**config.mk**
```make
export PLATFORM = sky130hd
export DESIGN_NAME = sc_tx_char
export DESIGN_NICKNAME = d
export VERILOG_FILES = /design/src/rtl/sc_tx_pkg.sv /design/src/rtl/sc_etu_timer.sv /design/src/rtl/sc_char_fmt.sv /design/src/rtl/sc_tx_char.sv
export SDC_FILE = /design/constraint.sdc
export NUM_CORES = 1
export LEC_CHECK = 0
export ABC_AREA = 1
export BUFFER_PORTS_ARGS = -buffer_cell sky130_fd_sc_hd__clkbuf_2
export CELL_PAD_IN_SITES_DETAIL_PLACEMENT = 1
export CELL_PAD_IN_SITES_GLOBAL_PLACEMENT = 2
export CORE_ASPECT_RATIO = 1.25
export CORE_MARGIN = 2
export CORE_UTILIZATION = 32
export DETAILED_ROUTE_END_ITERATION = 7
export PLACE_DENSITY = 0.83
export SLEW_MARGIN = 0
export SYNTH_ARGS = -nofsm -noshare
export SYNTH_HDL_FRONTEND = slang
export SYNTH_SLANG_ARGS = --single-unit
```
**constraint.sdc**
```tcl
create_clock -name clk -period 2.95 [get_ports clk]
set_clock_uncertainty 0.1 [all_clocks]
set_input_delay 0.1475 -clock clk [delete_from_list [all_inputs] [get_ports clk]]
set_output_delay 0.1475 -clock clk [all_outputs]
set_load 0.03 [all_outputs]
```
**src/rtl/sc_tx_pkg.sv**
```systemverilog
// Package: shared constants and helpers for the smart card character transmitter.
// Assumes 8-bit characters and four etu lengths selected by a 2-bit code.
package sc_tx_pkg;
    localparam int DEF_DATA_W = 8;
    localparam int DEF_ETU0   = 32;
    localparam int DEF_ETU1   = 64;
    localparam int DEF_ETU2   = 372;
    localparam int DEF_ETU3   = 256;

    typedef logic [1:0] etu_sel_t;

    // Largest of four etu lengths, used to size the pulse counter.
    function automatic int max4(input int a, input int b, input int c, input int d);
        int m;
        m = a;
        if (b > m) m = b;
        if (c > m) m = c;
        if (d > m) m = d;
        return m;
    endfunction
endpackage

```
**src/rtl/sc_etu_timer.sv**
```systemverilog
// Module: counts basic-clock enable pulses and flags the last pulse of a slot.
// Assumes limit >= 1 and stays constant within a slot; clr holds the count at zero.
module sc_etu_timer #(
    parameter int CNT_W = 9
) (
    input  logic             clk,
    input  logic             rst_n,
    input  logic             clr,
    input  logic             bclk_en,
    input  logic [CNT_W-1:0] limit,
    output logic             slot_done
);
    logic [CNT_W-1:0] cnt_q;
    logic             at_last;

    // Last pulse of the current slot.
    always_comb at_last = (cnt_q == (limit - CNT_W'(1)));

    assign slot_done = bclk_en && at_last;

    // Pulse counter, wraps at the end of each slot.
    always_ff @(posedge clk) begin
        if (!rst_n || clr) begin
            cnt_q <= '0;
        end else if (bclk_en) begin
            cnt_q <= at_last ? '0 : cnt_q + CNT_W'(1);
        end
    end
endmodule

```
**src/rtl/sc_char_fmt.sv**
```systemverilog
// Module: chooses the line level for the current slot of a character.
// Slot 0 is the start bit, 1..DATA_W the data bits, DATA_W+1 parity, later slots guard.
// Assumes data and controls are held stable for the whole character.
module sc_char_fmt #(
    parameter int DATA_W = 8,
    parameter int IDX_W  = 4
) (
    input  logic              busy,
    input  logic [IDX_W-1:0]  slot,
    input  logic [DATA_W-1:0] data,
    input  logic              inv_conv,
    input  logic              odd_par,
    output logic              line
);
    localparam int PAR_SLOT = DATA_W + 1;

    logic [DATA_W-1:0] ordered;
    logic              par_bit;

    // Reorder and invert data according to the convention.
    always_comb begin
        for (int i = 0; i < DATA_W; i++) begin
            ordered[i] = inv_conv ? ~data[DATA_W-1-i] : data[i];
        end
    end

    // Even parity over true data, sense flipped by odd_par only.
    always_comb par_bit = (^data) ^ odd_par;

    // Line level per slot; high when idle or in guard.
    always_comb begin
        line = 1'b1;
        if (busy) begin
            if (slot == '0) begin
                line = 1'b0;
            end else if (int'(slot) <= DATA_W) begin
                line = ordered[int'(slot) - 1];
            end else if (int'(slot) == PAR_SLOT) begin
                line = par_bit;
            end
        end
    end
endmodule

```
**src/rtl/sc_tx_char.sv**
```systemverilog
// Module: smart card character transmitter without retransmission.
// Accepts a byte when idle, sends start, data, parity, holds a 1.5 etu guard,
// then raises ready and the end flag together 11.5 etu after the start bit.
// Assumes bclk_en is a single-cycle pulse train from an external baud source.
module sc_tx_char
    import sc_tx_pkg::*;
#(
    parameter int DATA_W = DEF_DATA_W,
    parameter int ETU0   = DEF_ETU0,
    parameter int ETU1   = DEF_ETU1,
    parameter int ETU2   = DEF_ETU2,
    parameter int ETU3   = DEF_ETU3
) (
    input  logic              clk,
    input  logic              rst_n,
    input  logic              bclk_en,
    input  logic [1:0]        etu_sel,
    input  logic              inv_conv,
    input  logic              odd_par,
    input  logic              tx_start,
    input  logic [DATA_W-1:0] tx_data,
    output logic              tx_ready,
    output logic              tx_line,
    output logic              tx_end
);
    localparam int CNT_W     = $clog2(max4(ETU0, ETU1, ETU2, ETU3) + 1);
    localparam int LAST_SLOT = DATA_W + 3;
    localparam int IDX_W     = $clog2(LAST_SLOT + 1);

    logic              busy_q;
    logic [IDX_W-1:0]  slot_q;
    logic [DATA_W-1:0] data_q;
    logic              inv_q;
    logic              odd_q;
    etu_sel_t          sel_q;
    logic              end_q;
    logic [CNT_W-1:0]  etu_full;
    logic [CNT_W-1:0]  slot_limit;
    logic              slot_done;
    logic              accept;
    logic              in_last;

    assign accept   = tx_start && !busy_q;
    assign in_last  = (slot_q == IDX_W'(LAST_SLOT));
    assign tx_ready = !busy_q;
    assign tx_end   = end_q;

    // Etu length from the latched select.
    always_comb begin
        case (sel_q)
            2'd0:    etu_full = CNT_W'(ETU0);
            2'd1:    etu_full = CNT_W'(ETU1);
            2'd2:    etu_full = CNT_W'(ETU2);
            default: etu_full = CNT_W'(ETU3);
        endcase
    end

    // Final guard slot lasts half an etu.
    always_comb slot_limit = in_last ? (etu_full >> 1) : etu_full;

    sc_etu_timer #(.CNT_W(CNT_W)) u_timer (
        .clk       (clk),
        .rst_n     (rst_n),
        .clr       (!busy_q),
        .bclk_en   (bclk_en),
        .limit     (slot_limit),
        .slot_done (slot_done)
    );

    sc_char_fmt #(.DATA_W(DATA_W), .IDX_W(IDX_W)) u_fmt (
        .busy     (busy_q),
        .slot     (slot_q),
        .data     (data_q),
        .inv_conv (inv_q),
        .odd_par  (odd_q),
        .line     (tx_line)
    );

    // Character sequencer: accept, step slots, finish with end flag.
    always_ff @(posedge clk) begin
        if (!rst_n) begin
            busy_q <= 1'b0;
            slot_q <= '0;
            data_q <= '0;
            inv_q  <= 1'b0;
            odd_q  <= 1'b0;
            sel_q  <= '0;
            end_q  <= 1'b0;
        end else if (accept) begin
            busy_q <= 1'b1;
            slot_q <= '0;
            data_q <= tx_data;
            inv_q  <= inv_conv;
            odd_q  <= odd_par;
            sel_q  <= etu_sel;
            end_q  <= 1'b0;
        end else if (busy_q && slot_done) begin
            if (in_last) begin
                busy_q <= 1'b0;
                slot_q <= '0;
                end_q  <= 1'b1;
            end else begin
                slot_q <= slot_q + IDX_W'(1);
            end
        end
    end
endmodule

```
Word level (Yosys, flattened, before mapping) --
Cells that the tools add are included.
Operators by class: eq/ne operators 5, magnitude comparators 2, $add $sub $neg 4, multiplexer cells 22, bitwise operators 10, reduce and logical (&&, ||, !) cells 14
Operator list (count):
- less-than comparator 32 x 5 -> 1 bit (second input constant) | 1
- one-hot mux 9 bit (3 select lines) | 1
- two-way mux 9 bit | 2
- two-way mux 1 bit | 17
- adder 9 x 1 -> 9 bit (second input constant) | 1
- == test 9 bit | 1
- inverter 1 bit | 9
- subtractor 9 x 1 -> 9 bit (second input constant) | 1
- == test 4 bit (second input constant) | 2
- parity 8 bit | 1
- subtractor 4 x 1 -> 5 bit (second input constant) | 1
- adder 4 x 1 -> 4 bit (second input constant) | 1
- less-or-equal comparator 4 bit (second input constant) | 1
- logical NOT 4 bit | 1
- two-way mux 4 bit | 1
- AND reduction 2 bit | 2
- nonzero test 2 bit | 2
- binary-select mux 1 bit (select 3 bit) | 1
- logical AND 1 bit | 3
- == test 2 x 1 -> 1 bit (second input constant) | 1
- == test 2 bit (second input constant) | 1
- logical NOT 1 bit | 2
- logical NOT 2 bit | 1
- OR reduction 2 bit | 1
- other kinds (2) | 2
Storage, ports and cells: bits in registers 27, word-level logic and storage cells 65, input bits 16

Logic depth before layout (Yosys ltp) --
word-level depth 9, gate-level depth with buffers 17, mapped depth without buffers 17

Cells and area by module --
Synthesis repeated with hierarchy kept, for this count alone.
Second synthesis, totals: cells, all modules 370, area total of the unflattened synthesis 2274.7 sq um
Modules (own cells, without submodules):
- sc_etu_timer | cells an instance 171, instances 1, area an instance 950.9 sq um
- sc_tx_char | cells an instance 113, instances 1, area an instance 908.4 sq um
- sc_char_fmt | cells an instance 86, instances 1, area an instance 415.4 sq um

Least setup slack after synthesis --
Ideal clock, no wire load.
kind register -> register, from register sel_q[0], to register u_timer.cnt_q[5], data required time 2739 ps, path buffers 0, setup slack 885 ps, stages on the path, launching flop included 15, data arrival time 1854 ps, library setup time 111 ps, period minus slack after synthesis 2065 ps, cell sequence dfxtp_1 -> inv_1 -> ha_1 -> o21ai_0 -> nand3_1 -> nand2_1 -> nand2_1 -> nand2_1 -> nand3_1 -> nor2_4 -> nand2_2 -> nand2_2 -> inv_2 -> nand3_1 -> inv_1
On the way: longest elaborated chain between the ends 6, elaborated cells between the ends (all ways) 8
RTL lines:
- from (decl) | line sc_tx_char.sv:35 | etu_sel_t sel_q;
- from (signal assigned) | line sc_tx_char.sv:95 | sel_q <= etu_sel;
- == test 2 bit (tied with other cells) | line sc_tx_char.sv:50 | case (sel_q)
- one-hot mux 9 bit (3 select lines) * | line sc_tx_char.sv:50
- two-way mux 9 bit * | line sc_tx_char.sv:59 | always_comb slot_limit = in_last ? (etu_full >> 1) : etu_full;
- subtractor 9 x 1 -> 9 bit * | line sc_etu_timer.sv:17 | always_comb at_last = (cnt_q == (limit - CNT_W'(1)));
- == test 9 bit * | line sc_etu_timer.sv:17
- two-way mux 9 bit * | line sc_etu_timer.sv:26 | cnt_q <= at_last ? '0 : cnt_q + CNT_W'(1);
- to (signal assigned) | line sc_etu_timer.sv:26
- to (decl) | line sc_etu_timer.sv:13 | logic [CNT_W-1:0] cnt_q;
Every way passes the cells marked *; elsewhere a longest branch is shown, timed or not. A chain may end at the register's enable or synchronous reset.

Worst setup path in the final report --
from register slot_q[0], to output tx_line
On the way: longest elaborated chain between the ends 7, elaborated cells between the ends (all ways) 11
RTL lines:
- from (decl) | line sc_tx_char.sv:31 | logic [IDX_W-1:0] slot_q;
- from (signal assigned) | line sc_tx_char.sv:103 | slot_q <= slot_q + IDX_W'(1);
- subtractor 4 x 1 -> 5 bit | line sc_char_fmt.sv:37 | line = ordered[int'(slot) - 1];
- binary-select mux 1 bit (select 3 bit) | line sc_char_fmt.sv:37
- two-way mux 1 bit (implied by the code) (2 in series) | line sc_char_fmt.sv:37
- two-way mux 1 bit | line sc_char_fmt.sv:36 | end else if (int'(slot) <= DATA_W) begin
- two-way mux 1 bit * | line sc_char_fmt.sv:34 | if (slot == '0) begin
- two-way mux 1 bit * | line sc_char_fmt.sv:33 | if (busy) begin
- to (decl) | line sc_tx_char.sv:23 | output logic tx_line,
Every way passes the cells marked *; elsewhere a longest branch is shown, timed or not. The select of a mux whose other input is x is not followed.

==> impl_metrics.ini <==
[status]
status = completed

[floorplanning]
rows = 30
coreArea_sq_mm = 0.00548
die_height_um = 88.5
die_w_um = 71.6
start_util = 0.334
die_area_sq_mm = 0.00634
io_pins = 19

[global_routing]
first_global_vias = 1870
antenna_found_initial = 0
grt_util_all_layers = 0.165
grt_max_degree = 18
grt_overflow_total = 0
grt_pass1_wl_um = 8360

[place]
numPortBuffers = 18
dpl-instance-area_sq_mm = 0.00195
place_ws_ps = 475
gp_congestion = 0.766
dp_hpwl_um = 3770
dp.cells = 350

[synthesis]
synth.distinct_cells = 30
syn-num-nets = 301
synth_edf_count = 0
postSynthAreaPerCell_sq_um = 6.60
synth_mux_area_frac = 0
ys_seq_area_frac = 0.295
ys_warn_count = 0
syn-instance-count = 277
synthXorXnorAreaFrac = 0.0622
synth-simple-area-share = 0.363
yosys_register_bits = 27
synth-adder-area-share = 0.0602
async_reset_ff_frac = 0
ys.flop_type = dfxtp_1
netlist_area_sq_mm = 0.00183
synth_top_family_by_area = simple AND/OR/NAND/NOR gates
synth-compound-area-share = 0.116

[clocking]
clk_path_buf_depth = 2
cts.clk_slew.worst_paths_ps = 100
cts_tree = yes
cts_buffers = 3
cts_root_buf = clkbuf_8
cts-htree-levels = 1
clock-sinks = 27
clk_latency_ps = 280
cts_setup_buffers = 0

[final_layout]
final_area_sq_mm = 0.00207
final_nets = 322
layout.cells.non_filler = 361
antenna_cells = 0
nFillCells = 723
area_delta_synth_final_pct = 13.1
multi_input_area_sq_mm = 0.00110
drive_gt1_frac = 0.131
seqCellArea_sq_um = 541
fin_util = 0.378

[sta]
post-route-period-util = 0.887
fin_ws_ps = 334
drv_slew = 0
max_slew_margin = 0.509
hold_viol_final = 0
period_minus_slack_ps = 2620
fmaxAchievable_ghz = 0.382
rsz0062_at_grt = no
fin_tns_setup_ps = 0
tightest_slew_ps = 734
holdWs_ps = 7.10
finalSetupViolations = 0

[detailed_routing]
drc_errors = 0
drt_wl_total_um = 4650
ant_nets = 0
wire_per_inst_um = 12.9
drt_iter0_markers = 34
drtPass1Iterations = 5
vias_per_cell = 4.88
vias = 1763

[worst_setup_path]
reg2reg_to = u_timer.cnt_q[5]$_SDFFE_PP0P_
reg2reg_from = slot_q[0]$_SDFFE_PP0P_
critical_path.cell_chain = clkinv_1, ha_1, inv_1, nand3_1, nand3_1, nand2_1, maj3_1, nand2_1, nand2_1, clkbuf_2
r2r_cells = 16
cpMostUsedCell = nand2_1
crit_path_end_kind = output port
slowest_delay_ps = 430
critPathKind = reg2out
cp.arrival_ps = 2370
r2r_slack_ps = 520
critPathRequiredTime_ps = 2700
crit_fanout = 10
cp-start-kind = flip-flop
cpMaxStageDelayCell = ha_1

[worst_hold_path]
hold_depth = 3
min_to = data_q[3]$_SDFFE_PN0P_
worstHoldStart = tx_data[3]
hp-class = in2reg

[power]
max-vdd-ir-drop_mv = 0.202
cellPowerDensity_mw_per_mm2 = 379
leakage_nw = 0.948
finalPower_mw = 0.785

[job]
drv_cap = 0
worst max path at each step:
stage	from	endpoint	slack [ps]	cells after the start
4_1_cts	slot_q[0]$_SDFFE_PP0P_	tx_line	270	10
2_1_floorplan	sel_q[0]$_SDFFE_PN0P_	u_timer.cnt_q[5]$_SDFFE_PP0P_	880	14
6_report	slot_q[0]$_SDFFE_PP0P_	tx_line	330	10
5_1_grt	slot_q[0]$_SDFFE_PP0P_	tx_line	110	10
3_3_place_gp	slot_q[0]$_SDFFE_PP0P_	u_timer.cnt_q[3]$_SDFFE_PP0P_	520	16
3_5_place_dp	slot_q[0]$_SDFFE_PP0P_	u_timer.cnt_q[2]$_SDFFE_PP0P_	470	16
where the power goes:
part,total (mW),switching (mW),internal [mW]
clock network,0.222,0.127,0.0949
registers,0.399,0.0205,0.379
logic,0.164,0.0970,0.0670
total,0.785,0.244,0.541
cells in the mapped netlist, types with 2 or more instances:
library cell	instances	share of area
xor2_1	7	0.034
o21ai_0	18	0.049
ha_1	8	0.055
nand3_1	23	0.063
clkbuf_1	4	0.0082
nand3_2	3	0.016
buf_2	4	0.011
inv_2	2	0.0041
nor3b_1	2	0.0082
nand2_2	4	0.014
xnor2_1	6	0.029
dfxtp_1	27	0.30
nand4_1	9	0.031
nor2_1	35	0.072
nand2_1	57	0.12
a21oi_1	12	0.033
o21ai_1	2	0.0055
nor2_2	3	0.010
o211ai_1	5	0.021
inv_1	35	0.072
nor2_4	2	0.012
critical path, delay by kind of cell, from the launching register on:
family | cells | cell delay [ps]
adder cells (fa/ha/maj) | 2 | 750
flip-flops | 1 | 410
buffers and inverters | 3 | 560
AND/OR/NAND/NOR | 5 | 360
per-layer routing:
metal	up-vias	GRT usage	share of wire
li1	924	-	-
met5	-	0	0
met4	0	0.0412	0.0090
met3	4	0.0171	0.012
met1	824	0.181	0.42
met2	11	0.333	0.56
logic make-up (layout without fill, tap and decap cells):
kind of cell / count (synthesis) / count (layout)
AOI/OAI and AO/OA: 39 / 39
DFF: 27 / 27
and+or+nand+nor: 142 / 142
xor gates and xnor gates: 13 / 13
buffers and inverters: 47 / 67
adders and majority gates: 9 / 9
placed cells by master (no fill, tap or decap), types with 2 or more instances in the layout:
cell	Yosys	routed
a21oi_1	12	12
clkbuf_2	0	18
clkbuf_8	0	3
dfxtp_1	27	27
dlygate4sd3_1	0	7
ha_1	8	8
inv_1	35	35
inv_2	2	2
nand2_1	57	57
nand2_2	4	4
nand3_1	23	23
nand3_2	3	3
nand4_1	9	9
nor2_1	35	35
nor2_2	3	3
nor2_4	2	2
nor3b_1	2	2
o211ai_1	5	5
o21ai_0	18	18
o21ai_1	2	2
xnor2_1	6	6
xor2_1	7	7
final cells by class:
type                    instances  area share
flip-flops and latches         27       0.261
inverters                      38      0.0689
clock inverters                 1     0.00242
repair buffers                 25      0.0774
clock buffers                   3      0.0200
well taps                      64      0.0387
multi-input cells             203       0.531
repair_timing:
item	in CTS	in global routing
endpoints found under the hold margin	6	1
hold buffers	6	1
gates resized for setup	0	0
registers in the layout (all words and copies together) (netlist names):
name,count
busy_q,1
data_q,8
inv_q,1
odd_q,1
sel_q,2
slot_q,4
tx_end,1
u_timer.cnt_q,9
No activity file was read; power rests on OpenSTA's default activity.
